--- src/rtl/pe_report_pkg.sv ---
package pe_report_pkg;

    typedef enum logic {
        DIR_DOWN = 1'b0,
        DIR_UP   = 1'b1
    } dir_e;

    typedef enum logic {
        KIND_DLY = 1'b0,
        KIND_PST = 1'b1
    } kind_e;

    // One data phase waiting for its parity bit
    typedef struct packed {
        logic  vld;
        logic  par_exp;
        dir_e  dir;
        kind_e kind;
        logic  tgt_err;
    } phase_s;

    // Verdict for one phase
    typedef struct packed {
        logic perr_pri;
        logic perr_sec;
        logic set_pri;
        logic set_sec;
        logic hold;
        logic ret;
        logic fwd;
    } verdict_s;

    typedef struct packed {
        phase_s   ph;
        verdict_s vd;
        logic     det_pri;
        logic     det_sec;
    } state_s;

endpackage

--- src/rtl/pe_parity_gen.sv ---
module pe_parity_gen #(
    parameter int W = 36
) (
    input  logic [W-1:0] bits_i,
    output logic         par_o
);
    // Even parity: the bit that makes the total count of ones even
    always_comb begin
        par_o = ^bits_i;
    end
endmodule

--- src/rtl/pe_verdict.sv ---
module pe_verdict
    import pe_report_pkg::*;
(
    input  phase_s   ph_i,
    input  logic     par_i,
    input  logic     en_pri_i,
    input  logic     en_sec_i,
    output verdict_s vd_o
);
    logic mism;
    logic passed;
    logic init_pri;
    logic en_init;
    logic report;

    always_comb begin
        mism     = ph_i.vld && (ph_i.par_exp != par_i);
        passed   = ph_i.vld && ph_i.tgt_err && !mism;
        init_pri = (ph_i.dir == DIR_DOWN);
        en_init  = init_pri ? en_pri_i : en_sec_i;
        report   = (mism && en_init) || (passed && en_pri_i && en_sec_i);

        vd_o.perr_pri = report && init_pri;
        vd_o.perr_sec = report && !init_pri;
        vd_o.set_pri  = mism && init_pri;
        vd_o.set_sec  = mism && !init_pri;
        vd_o.hold     = mism && (ph_i.kind == KIND_DLY);
        vd_o.ret      = ph_i.vld && !mism && (ph_i.kind == KIND_DLY);
        vd_o.fwd      = mism && (ph_i.kind == KIND_PST);
    end
endmodule

--- src/rtl/pe_report_unit.sv ---
module pe_report_unit
    import pe_report_pkg::*;
#(
    parameter int AD_W = 32,
    parameter int BE_W = 4
) (
    input  logic            clk,
    input  logic            rst_n,
    input  logic            dp_valid,
    input  logic [AD_W-1:0] dp_ad,
    input  logic [BE_W-1:0] dp_cbe_n,
    input  logic            dp_dir,
    input  logic            dp_kind,
    input  logic            dp_tgt_err,
    input  logic            par_in,
    input  logic            cfg_pri_pere,
    input  logic            cfg_sec_pere,
    input  logic            clr_pri_det,
    input  logic            clr_sec_det,
    output logic            perr_pri_n,
    output logic            perr_sec_n,
    output logic            det_pri,
    output logic            det_sec,
    output logic            dq_hold,
    output logic            dq_ret,
    output logic            fwd_bad_par
);
    localparam int CHK_W = AD_W + BE_W;

    state_s   st_d;
    state_s   st_q;
    logic     par_calc;
    verdict_s vd_now;

    pe_parity_gen #(.W(CHK_W)) u_par (
        .bits_i ({dp_ad, dp_cbe_n}),
        .par_o  (par_calc)
    );

    pe_verdict u_vd (
        .ph_i     (st_q.ph),
        .par_i    (par_in),
        .en_pri_i (cfg_pri_pere),
        .en_sec_i (cfg_sec_pere),
        .vd_o     (vd_now)
    );

    always_comb begin
        st_d            = st_q;
        // stage 1: remember the phase until its parity bit arrives
        st_d.ph.vld     = dp_valid;
        st_d.ph.par_exp = par_calc;
        st_d.ph.dir     = dir_e'(dp_dir);
        st_d.ph.kind    = kind_e'(dp_kind);
        st_d.ph.tgt_err = dp_tgt_err;
        // stage 2: verdict pulses
        st_d.vd         = vd_now;
        // sticky flags, a set on the same edge beats a clear
        st_d.det_pri    = (st_q.det_pri && !clr_pri_det) || vd_now.set_pri;
        st_d.det_sec    = (st_q.det_sec && !clr_sec_det) || vd_now.set_sec;
    end

    always_ff @(posedge clk) begin
        if (!rst_n) begin
            st_q <= '0;
        end else begin
            st_q <= st_d;
        end
    end

    assign perr_pri_n  = ~st_q.vd.perr_pri;
    assign perr_sec_n  = ~st_q.vd.perr_sec;
    assign det_pri     = st_q.det_pri;
    assign det_sec     = st_q.det_sec;
    assign dq_hold     = st_q.vd.hold;
    assign dq_ret      = st_q.vd.ret;
    assign fwd_bad_par = st_q.vd.fwd;

endmodule

--- config.mk ---
export PLATFORM = sky130hd
export DESIGN_NAME = pe_report_unit
export DESIGN_NICKNAME = d
export VERILOG_FILES = /design/src/rtl/pe_report_pkg.sv /design/src/rtl/pe_parity_gen.sv /design/src/rtl/pe_verdict.sv /design/src/rtl/pe_report_unit.sv
export SDC_FILE = /design/constraint.sdc
export NUM_CORES = 1
export LEC_CHECK = 0
export BUFFER_PORTS_ARGS = -buffer_cell sky130_fd_sc_hd__buf_2
export CELL_PAD_IN_SITES_DETAIL_PLACEMENT = 1
export CELL_PAD_IN_SITES_GLOBAL_PLACEMENT = 1
export CORE_MARGIN = 2
export CORE_UTILIZATION = 29
export CTS_CLUSTER_DIAMETER = 80
export DETAILED_ROUTE_END_ITERATION = 16
export GPL_ROUTABILITY_DRIVEN = 0
export HOLD_SLACK_MARGIN = 0.06
export MAX_ROUTING_LAYER = met4
export PLACE_DENSITY = 0.91
export RECOVER_POWER = 100
export SLEW_MARGIN = 20
export SYNTH_ARGS = -nofsm -noshare
export SYNTH_HDL_FRONTEND = slang
export SYNTH_SLANG_ARGS = --single-unit
export TNS_END_PERCENT = 5
--- constraint.sdc ---
create_clock -name clk -period 3.09 [get_ports clk]
set_input_delay 0.4635 -clock clk [delete_from_list [all_inputs] [get_ports clk]]
set_output_delay 0.4635 -clock clk [all_outputs]
set_load 0.05 [all_outputs]
==> impl_metrics.toml, run 1 <==
[timing]
setup_viol = 0
fin_crit_ns = 1.62
rsz0062_at_grt = "no"
hold_viol = 0
tightest_slew_ns = 0.604
fin_ws_ns = 1.47
slew_violations = 0
max_freq_mhz = 618
fin_crit_sh_pct = 52.4
relSlewSlack_pct = 59.9
setup_tns_ns = 0
fin_skew_ns = 0.000365

[grt]
grt_overflow = 0
grt_max_degree = 9
met1_usage_pct = 14.0
grt.met2_usage_pct = 31.7
grt_pass1_vias = 737
grtUsageTotal_pct = 15.7
antenna_found_initial = 0
gr-usage-met3_pct = 2.50
grt_pass1_wl_um = 3070
busiest_layer = "met2"

[synthesis]
synthArstFlopShare_pct = 0
synthMuxAreaShare_pct = 2.77
netlist_area_um2 = 722
synth_xor_area_share_pct = 44.9
yosys_register_bits = 12
yosysWarnings = 0
synthTopCellsByCount = "xnor2_1, dfxtp_1, inv_1, nor2_1, xor2_1"
synth_top_area_share_pct = 33.3
synth_compound_area_share_pct = 2.08
synthTopCellsByArea = "dfxtp_1, xnor2_1, xnor3_1"
yosys.area.top_type = "dfxtp_1"
synth_area_per_cell_um2 = 9.50
synth.distinct_cells = 18
synthCells = 76
yosys.cell_count.top_type = "xnor2_1"
synthFlopType = "dfxtp_1"
synth-edff-count = 0
yosysSeqAreaShare_pct = 33.3
synthAdderAreaFrac_pct = 0
syn_nets = 123
synth_top_family_by_area = "XOR/XNOR gates"
yosys.area_share.simple_pct = 13.9

[route]
ant_nets = 0
via_per_inst = 4.25
routed_wl_um = 1880
drt_first_pass_iters = 3
wl_per_cell_um = 11.5
route.detailed.drc = 0
drt-initial-drc-count = 6
vias = 693

[floorplan]
die_y_um = 53.9
rows = 18
chipWidth_um = 53.9
die-area_um2 = 2900
coreArea_um2 = 2410
io_pins = 54
initial_utilization_pct = 30.0

[flow_run]
max-cap-violations = 0

[finish]
multiInputGateArea_um2 = 459
final_util_pct = 43.6
regArea_um2 = 240
layout.cells.non_filler = 163
area_growth_pct = 45.6
fillCellCount = 316
drive_gt1_share_pct = 38.3
num_antenna_cells = 0
num-nets-final = 181

[critical_path]
path_max_fanout = 2
end_kind = "flop"
cpMaxStageDelayCell = "xnor3_1"
slowest_delay_ns = 0.45
worstSetupStartpointType = "input pin"
worstSetupPathType = "input pin to flop"
cp_data_required_time_ns = 3.29
critPathArrivalTime_ns = 1.81
path_buf_inv = 1
cp_top_family = "XOR/XNOR gates"
path_cells = "buf_2 > xor2_1 > xnor2_1 > xnor3_1 > or2_2 > mux2i_1"

[clock_tree]
ctsResizeCount = 0
clock_latency_ns = 0.26
hold_buffers = 0
cts_tree = "done"
path_clk_slew_ns = 0.07
cts_made_buffers = 3
clock-root-buffer = "clkbuf_4"
h-tree-depth = 1
cts.sink_count = 12
clockBufferDepth = 2
cts_setup_buffers = 0

[power]
leakagePower_nw = 0.491
peakVddDrop_mv = 0.227
pwr_density_cell_nw_per_um2 = 483

[place]
place_inst = 159
hpwl_um = 1690
io_buffers = 53
dpl_worst_slack_ns = 1.20

[min_path]
hold_class = "input pin to flop"

[run_status]
status = "complete, no violations"
## sequential cells by signal, summed over array words and instances (netlist names)
| signal | cells |
|---|---|
| st_q | 7 |
| fwd_bad_par | 1 |
| det_sec | 1 |
| dq_ret | 1 |
| dq_hold | 1 |
| det_pri | 1 |
## path summary, 6_finish.rpt
path	from	slack (ns)	depth (start not counted)	endpoint
worst max-delay path	dp_ad[24]	1.47	6	st_q[12]$_SDFF_PN0_
worst min-delay path	dp_tgt_err	0.41	2	st_q[9]$_SDFF_PN0_
worst max register to register	st_q[12]$_SDFF_PN0_	1.76	5	st_q[8]$_SDFF_PN0_
worst min register to register	st_q[10]$_SDFF_PN0_	0.46	2	fwd_bad_par$_SDFF_PN0_
## area by class of cell
cell class	instances	share of cell area, %
Multi-Input combinational cell	58	43.7
Timing Repair Buffer	53	24.3
Sequential cell	12	22.9
Tap cell	30	3.57
Clock buffer	4	3.45
Inverter	6	2.14
## routing by layer
metal  vias to the layer above  wire length, µm
met4                         0                0
met3                         0              111
met2                        28             1140
met5                         -                0
li1                        348                -
met1                       317              627
## kinds of logic after synthesis
| group | Yosys count |
|---|---|
| AOI/OAI and AO/OA | 3 |
| xor gates and xnor gates | 33 |
| buffers and inverters | 6 |
| DFF | 12 |
| muxes | 2 |
| and+or+nand+nor | 20 |
## placed cells by master (no fill, tap or decap), drive strengths merged
| cell | count |
|---|---|
| a21oi | 2 |
| and2 | 4 |
| and3 | 1 |
| buf | 45 |
| clkbuf | 12 |
| dfxtp | 12 |
| inv | 6 |
| mux2i | 2 |
| nand2 | 4 |
| nand2b | 1 |
| nand3 | 1 |
| nor2 | 6 |
| nor3 | 1 |
| nor4b | 1 |
| o21ai | 1 |
| or2 | 1 |
| xnor2 | 26 |
| xnor3 | 2 |
| xor2 | 5 |
## per-stage QoR
stage | hold slack (ns) | area [µm²] | power (mW)
after detailed placement | 0.456 | 1020 | 0.397
after global routing | 0.397 | 1050 | 0.543
final | 0.412 | 1050 | 0.508
after global placement | 0.436 | 1020 | 0.382
after floorplan | 0.423 | 722 | 0.335
after CTS | 0.404 | 1060 | 0.519
## report_power, final
| group | internal, mW | leakage, nW | switching, mW |
|---|---|---|---|
| Sequential | 0.167 | 0.0983 | 0.00599 |
| Combinational | 0.122 | 0.372 | 0.0929 |
| Clock | 0.0715 | 0.0210 | 0.0477 |
## worst register-to-register path, stage by stage, from the launching register on
cell and delay (ns):
dfxtp_1 0.33, xor2_1 0.31, mux2i_1 0.12, and3_1 0.18
o21ai_0 0.22, nor2_1 0.06
No activity file was read; power rests on OpenSTA's default activity.
==> run 2, diff against run 1 <==
--- a/config.mk
+++ b/config.mk
@@ -9,13 +9,13 @@
 export CELL_PAD_IN_SITES_DETAIL_PLACEMENT = 1
 export CELL_PAD_IN_SITES_GLOBAL_PLACEMENT = 1
 export CORE_MARGIN = 2
-export CORE_UTILIZATION = 29
+export CORE_UTILIZATION = 27
 export CTS_CLUSTER_DIAMETER = 80
 export DETAILED_ROUTE_END_ITERATION = 16
 export GPL_ROUTABILITY_DRIVEN = 0
 export HOLD_SLACK_MARGIN = 0.06
 export MAX_ROUTING_LAYER = met4
-export PLACE_DENSITY = 0.91
+export PLACE_DENSITY = 0.86
 export RECOVER_POWER = 100
 export SLEW_MARGIN = 20
 export SYNTH_ARGS = -nofsm -noshare
==> constraint.sdc (replaced) <==
create_clock -name clk -period 1.69 [get_ports clk]
set_input_delay 0.2535 -clock clk [delete_from_list [all_inputs] [get_ports clk]]
set_output_delay 0.2535 -clock clk [all_outputs]
set_load 0.05 [all_outputs]
==> impl_metrics.toml, run 2 (synthesized netlist as in run 1, its figures left out) <==
[run_status]
status = "complete, no violations"

[route]
routed_wl_um = 1920
wl_per_cell_um = 11.8
drt-initial-drc-count = 12
via_per_inst = 4.34
drt_first_pass_iters = 4
vias = 703
route.detailed.drc = 0
ant_nets = 0

[critical_path]
end_kind = "primary output"
cp_data_required_time_ns = 1.44
path_max_fanout = 1
critPathArrivalTime_ns = 1.08
worstSetupStartpointType = "flop"
regToRegSetupSlack_ns = 0.38
worstSetupPathType = "flop to primary output"
reg2reg_depth = 5

[clock_tree]
cts_tree = "done"
ctsResizeCount = 0
clock_latency_ns = 0.27
clock-root-buffer = "clkbuf_4"
h-tree-depth = 1
path_clk_slew_ns = 0.07
cts_setup_buffers = 0
cts_made_buffers = 3
cts.sink_count = 12
hold_buffers = 0
clockBufferDepth = 2

[floorplan]
die-area_um2 = 3100
initial_utilization_pct = 28.9
chipWidth_um = 55.7
rows = 18
io_pins = 54
die_y_um = 55.7
coreArea_um2 = 2500

[grt]
grtUsageTotal_pct = 13.7
grt_overflow = 0
grt_pass1_vias = 759
antenna_found_initial = 0
grt_pass1_wl_um = 3310
grt_max_degree = 9

[timing]
fin_skew_ns = 0.00738
max_freq_mhz = 749
relSlewSlack_pct = 59.6
setup_viol = 0
fin_crit_ns = 1.34
rsz0062_at_grt = "no"
fin_crit_sh_pct = 79.0
hold_viol = 0
tightest_slew_ns = 0.608
slew_violations = 0
setup_tns_ns = 0

[flow_run]
max-cap-violations = 0

[finish]
regMostFlops = "st_q"
final_util_pct = 41.4
largest_reg_flops = 7
final_common_cell = "buf_2"
num-nets-final = 181
final_cell_mix = "buf_2, xnor2_1, dfxtp_1, clkbuf_1"
layout.cells.non_filler = 162
num_antenna_cells = 0
area_growth_pct = 43.5
drive_gt1_share_pct = 37.1

[min_path]
hold_class = "input pin to flop"
worstHoldPathCells = 2

[power]
leakagePower_nw = 0.482
pwr_density_cell_nw_per_um2 = 843
peakVddDrop_mv = 0.316
p_total_mw = 0.873

[place]
hpwl_um = 1700
place_inst = 159
io_buffers = 53
## run 2: cell types whose count changed in the layout (fill, tap and decap cells not counted), sizes merged
| cell | previous run | this run |
|---|---|---|
| buf | 45 | 44 |
## run 2: per-stage QoR
stage	area (µm²)	hold WS [ns]	worst slack (ns)
2_1_floorplan	722	0.374	0.294
3_3_place_gp	1020	0.439	0.137
3_5_place_dp	1020	0.445	0.0891
4_1_cts	1050	0.188	0.365
5_1_grt	1040	0.193	0.192
6_report	1040	0.186	0.355
## run 2: path summary, 6_finish.rpt
kind | from | endpoint
setup / recovery | st_q[7]$_SDFF_PN0_ | perr_sec_n
hold / removal | dp_valid | st_q[13]$_SDFF_PN0_
setup reg to reg | st_q[12]$_SDFF_PN0_ | st_q[8]$_SDFF_PN0_
hold reg to reg | st_q[10]$_SDFF_PN0_ | fwd_bad_par$_SDFF_PN0_
## run 2: report_power, final
| group | switching (mW) | leakage [nW] | internal, mW |
|---|---|---|---|
| Clock | 0.0879 | 0.0138 | 0.0824 |
| Sequential | 0.0110 | 0.0983 | 0.306 |
| Combinational | 0.163 | 0.370 | 0.223 |
## run 2: layout make-up
cell class	instances	area (µm²)
sequential	12	240
fill	322	1460
clock buffer	3	22.5
inverter	6	22.5
tap	30	37.5
multi-input combinational	58	459
timing repair buffer	53	254
## run 2: worst max-delay path: stages, from the launching register on
cell      delay (ns)
dfxtp_1         0.30
inv_1           0.04
clkbuf_1        0.46
## run 2: layer usage
metal / GRT usage [%] / vias to the layer above / wire (µm)
li1: - / 347 / -
met1: 13.0 / 322 / 612
met2: 27.6 / 30 / 1150
met3: 2.33 / 4 / 118
met4: 4.18 / 0 / 29
met5: - / - / 0
==> run 3, diff against run 2 <==
--- a/config.mk
+++ b/config.mk
@@ -9,13 +9,13 @@
 export CELL_PAD_IN_SITES_DETAIL_PLACEMENT = 1
 export CELL_PAD_IN_SITES_GLOBAL_PLACEMENT = 1
 export CORE_MARGIN = 2
-export CORE_UTILIZATION = 27
+export CORE_UTILIZATION = 24
 export CTS_CLUSTER_DIAMETER = 80
 export DETAILED_ROUTE_END_ITERATION = 16
 export GPL_ROUTABILITY_DRIVEN = 0
 export HOLD_SLACK_MARGIN = 0.06
 export MAX_ROUTING_LAYER = met4
-export PLACE_DENSITY = 0.86
+export PLACE_DENSITY = 0.82
 export RECOVER_POWER = 100
 export SLEW_MARGIN = 20
 export SYNTH_ARGS = -nofsm -noshare
==> constraint.sdc (replaced) <==
create_clock -name clk -period 1.1 [get_ports clk]
set_input_delay 0.165 -clock clk [delete_from_list [all_inputs] [get_ports clk]]
set_output_delay 0.165 -clock clk [all_outputs]
set_load 0.05 [all_outputs]
==> impl_metrics.toml, run 3 (synthesized netlist as in run 1, its figures left out) <==
[route]
routed_wl_um = 1940
ant_nets = 0
drt_first_pass_iters = 10
via_per_inst = 4.31
vias = 711
route.detailed.drc = 1
wl_per_cell_um = 11.7
drt-initial-drc-count = 6

[timing]
slew_violations = 0
tightest_slew_ns = 0.278
setup_viol = 3
relSlewSlack_pct = 81.6
hold_viol = 0
fin_skew_ns = 0.000946
rsz0062_at_grt = "yes"
max_freq_mhz = 829
fin_crit_ns = 1.21
fin_ws_ns = -0.107
fin_crit_sh_pct = 110

[clock_tree]
clock-root-buffer = "clkbuf_4"
cts_setup_buffers = 0
path_clk_slew_ns = 0.07
cts.sink_count = 12
clockBufferDepth = 2
cts_made_buffers = 3
cts_tree = "done"
hold_buffers = 0
clock_latency_ns = 0.26
h-tree-depth = 1

[run_status]
status = "finished, violations left"
violations = "design-rule violations, negative setup slack"

[grt]
grt_pass1_vias = 829
grt_overflow = 0
antenna_found_initial = 0
grt_max_degree = 8
grt_pass1_wl_um = 3340
grtUsageTotal_pct = 13.4

[place]
hpwl_um = 1770
place_inst = 162
place_area_um2 = 1100
io_buffers = 53

[critical_path]
slowest_delay_ns = 0.45
cp_top_family = "XOR/XNOR gates"
path_cells = "buf_2 > xnor2_4 > xnor2_2 > xnor3_1 > or2_4 > mux2i_1"
path_max_fanout = 2
end_kind = "flop"
cp_data_required_time_ns = 1.29
worstSetupStartpointType = "input pin"
worstSetupPathType = "input pin to flop"
cpMaxStageDelayCell = "xnor3_1"
path_buf_inv = 1
critPathArrivalTime_ns = 1.40

[min_path]
hold_class = "input pin to flop"

[power]
intPower_mw = 1.02
pwr-share-seq_pct = 34.0
power_switching_mw = 0.428
pwr_density_cell_nw_per_um2 = 1220
pwr-share-clk_pct = 17.8
peakVddDrop_mv = 0.421
p_total_mw = 1.45
swShare_pct = 29.6
leakagePower_nw = 0.575
pwr-share-comb_pct = 48.2

[finish]
num_antenna_cells = 0
fillCellCount = 353
largest_reg_flops = 7
final_cell_mix = "buf_2, xnor2_1, dfxtp_1"
multiInputGateArea_um2 = 544
finalInstanceArea_um2 = 1190
regArea_um2 = 240
area_growth_pct = 64.6
final_util_pct = 42.4
drive_gt1_share_pct = 50.0
regMostFlops = "st_q"
final_common_cell = "buf_2"
num-nets-final = 183
layout.cells.non_filler = 165

[floorplan]
chipWidth_um = 58.8
coreArea_um2 = 2810
die_y_um = 58.8
die-area_um2 = 3460
initial_utilization_pct = 25.7
rows = 19
io_pins = 54

[flow_run]
max-cap-violations = 0
[run 3: cell types whose count changed in the layout (fill, tap and decap cells not counted), moves of 4 or more]
| cell | delta |
|---|---|
| clkbuf_1 | -8 |
| buf_6 | +5 |
| xnor2_1 | -7 |
| buf_2 | -4 |
| xnor2_2 | +5 |
| clkbuf_2 | +6 |
[run 3: repair_timing]
action	4_1_cts	5_1_grt
resized for setup	5	8
endpoints found under the setup margin	4	4
pin swaps	3	6
[run 3: layout make-up]
class | count | share of cell area [%]
sequential | 12 | 20.2
clock buffer | 3 | 1.89
tap | 31 | 3.26
timing repair buffer | 55 | 26.9
inverter | 6 | 1.89
multi-input combinational | 58 | 45.8
[run 3: layer usage]
metal,GRT usage (%),share of wire [%]
met1,11.7,32
met2,26.7,59
met3,1.76,5.8
met4,7.47,2.6
met5,-,0
[run 3: power groups by stage]
stage	Sequential [mW]	Clock, mW	Combinational, mW
2_1_floorplan	0.526	0	0.445
4_1_cts	0.490	0.267	0.689
3_5_place_dp	0.496	0	0.672
6_report	0.491	0.258	0.697
3_3_place_gp	0.494	0	0.646
5_1_grt	0.495	0.291	0.752
[run 3: path summary, 6_finish.rpt]
kind	startpoint	to	slack, ns	cells after the start
worst max-delay path	dp_ad[14]	st_q[12]$_SDFF_PN0_	-0.11	6
worst min-delay path	dp_kind	st_q[10]$_SDFF_PN0_	0.11	2
worst max register to register	st_q[12]$_SDFF_PN0_	st_q[7]$_SDFF_PN0_	-0.03	6
worst min register to register	st_q[10]$_SDFF_PN0_	fwd_bad_par$_SDFF_PN0_	0.48	2
[run 3: stage by stage]
step | hold slack [ns] | setup slack [ns] | setup TNS, ns
after floorplan | 0.286 | -0.144 | -0.253
after global placement | 0.377 | -0.339 | -0.414
after detailed placement | 0.385 | -0.411 | -0.579
after CTS | 0.109 | -0.101 | -0.165
after global routing | 0.103 | -0.142 | -0.452
final | 0.115 | -0.107 | -0.155
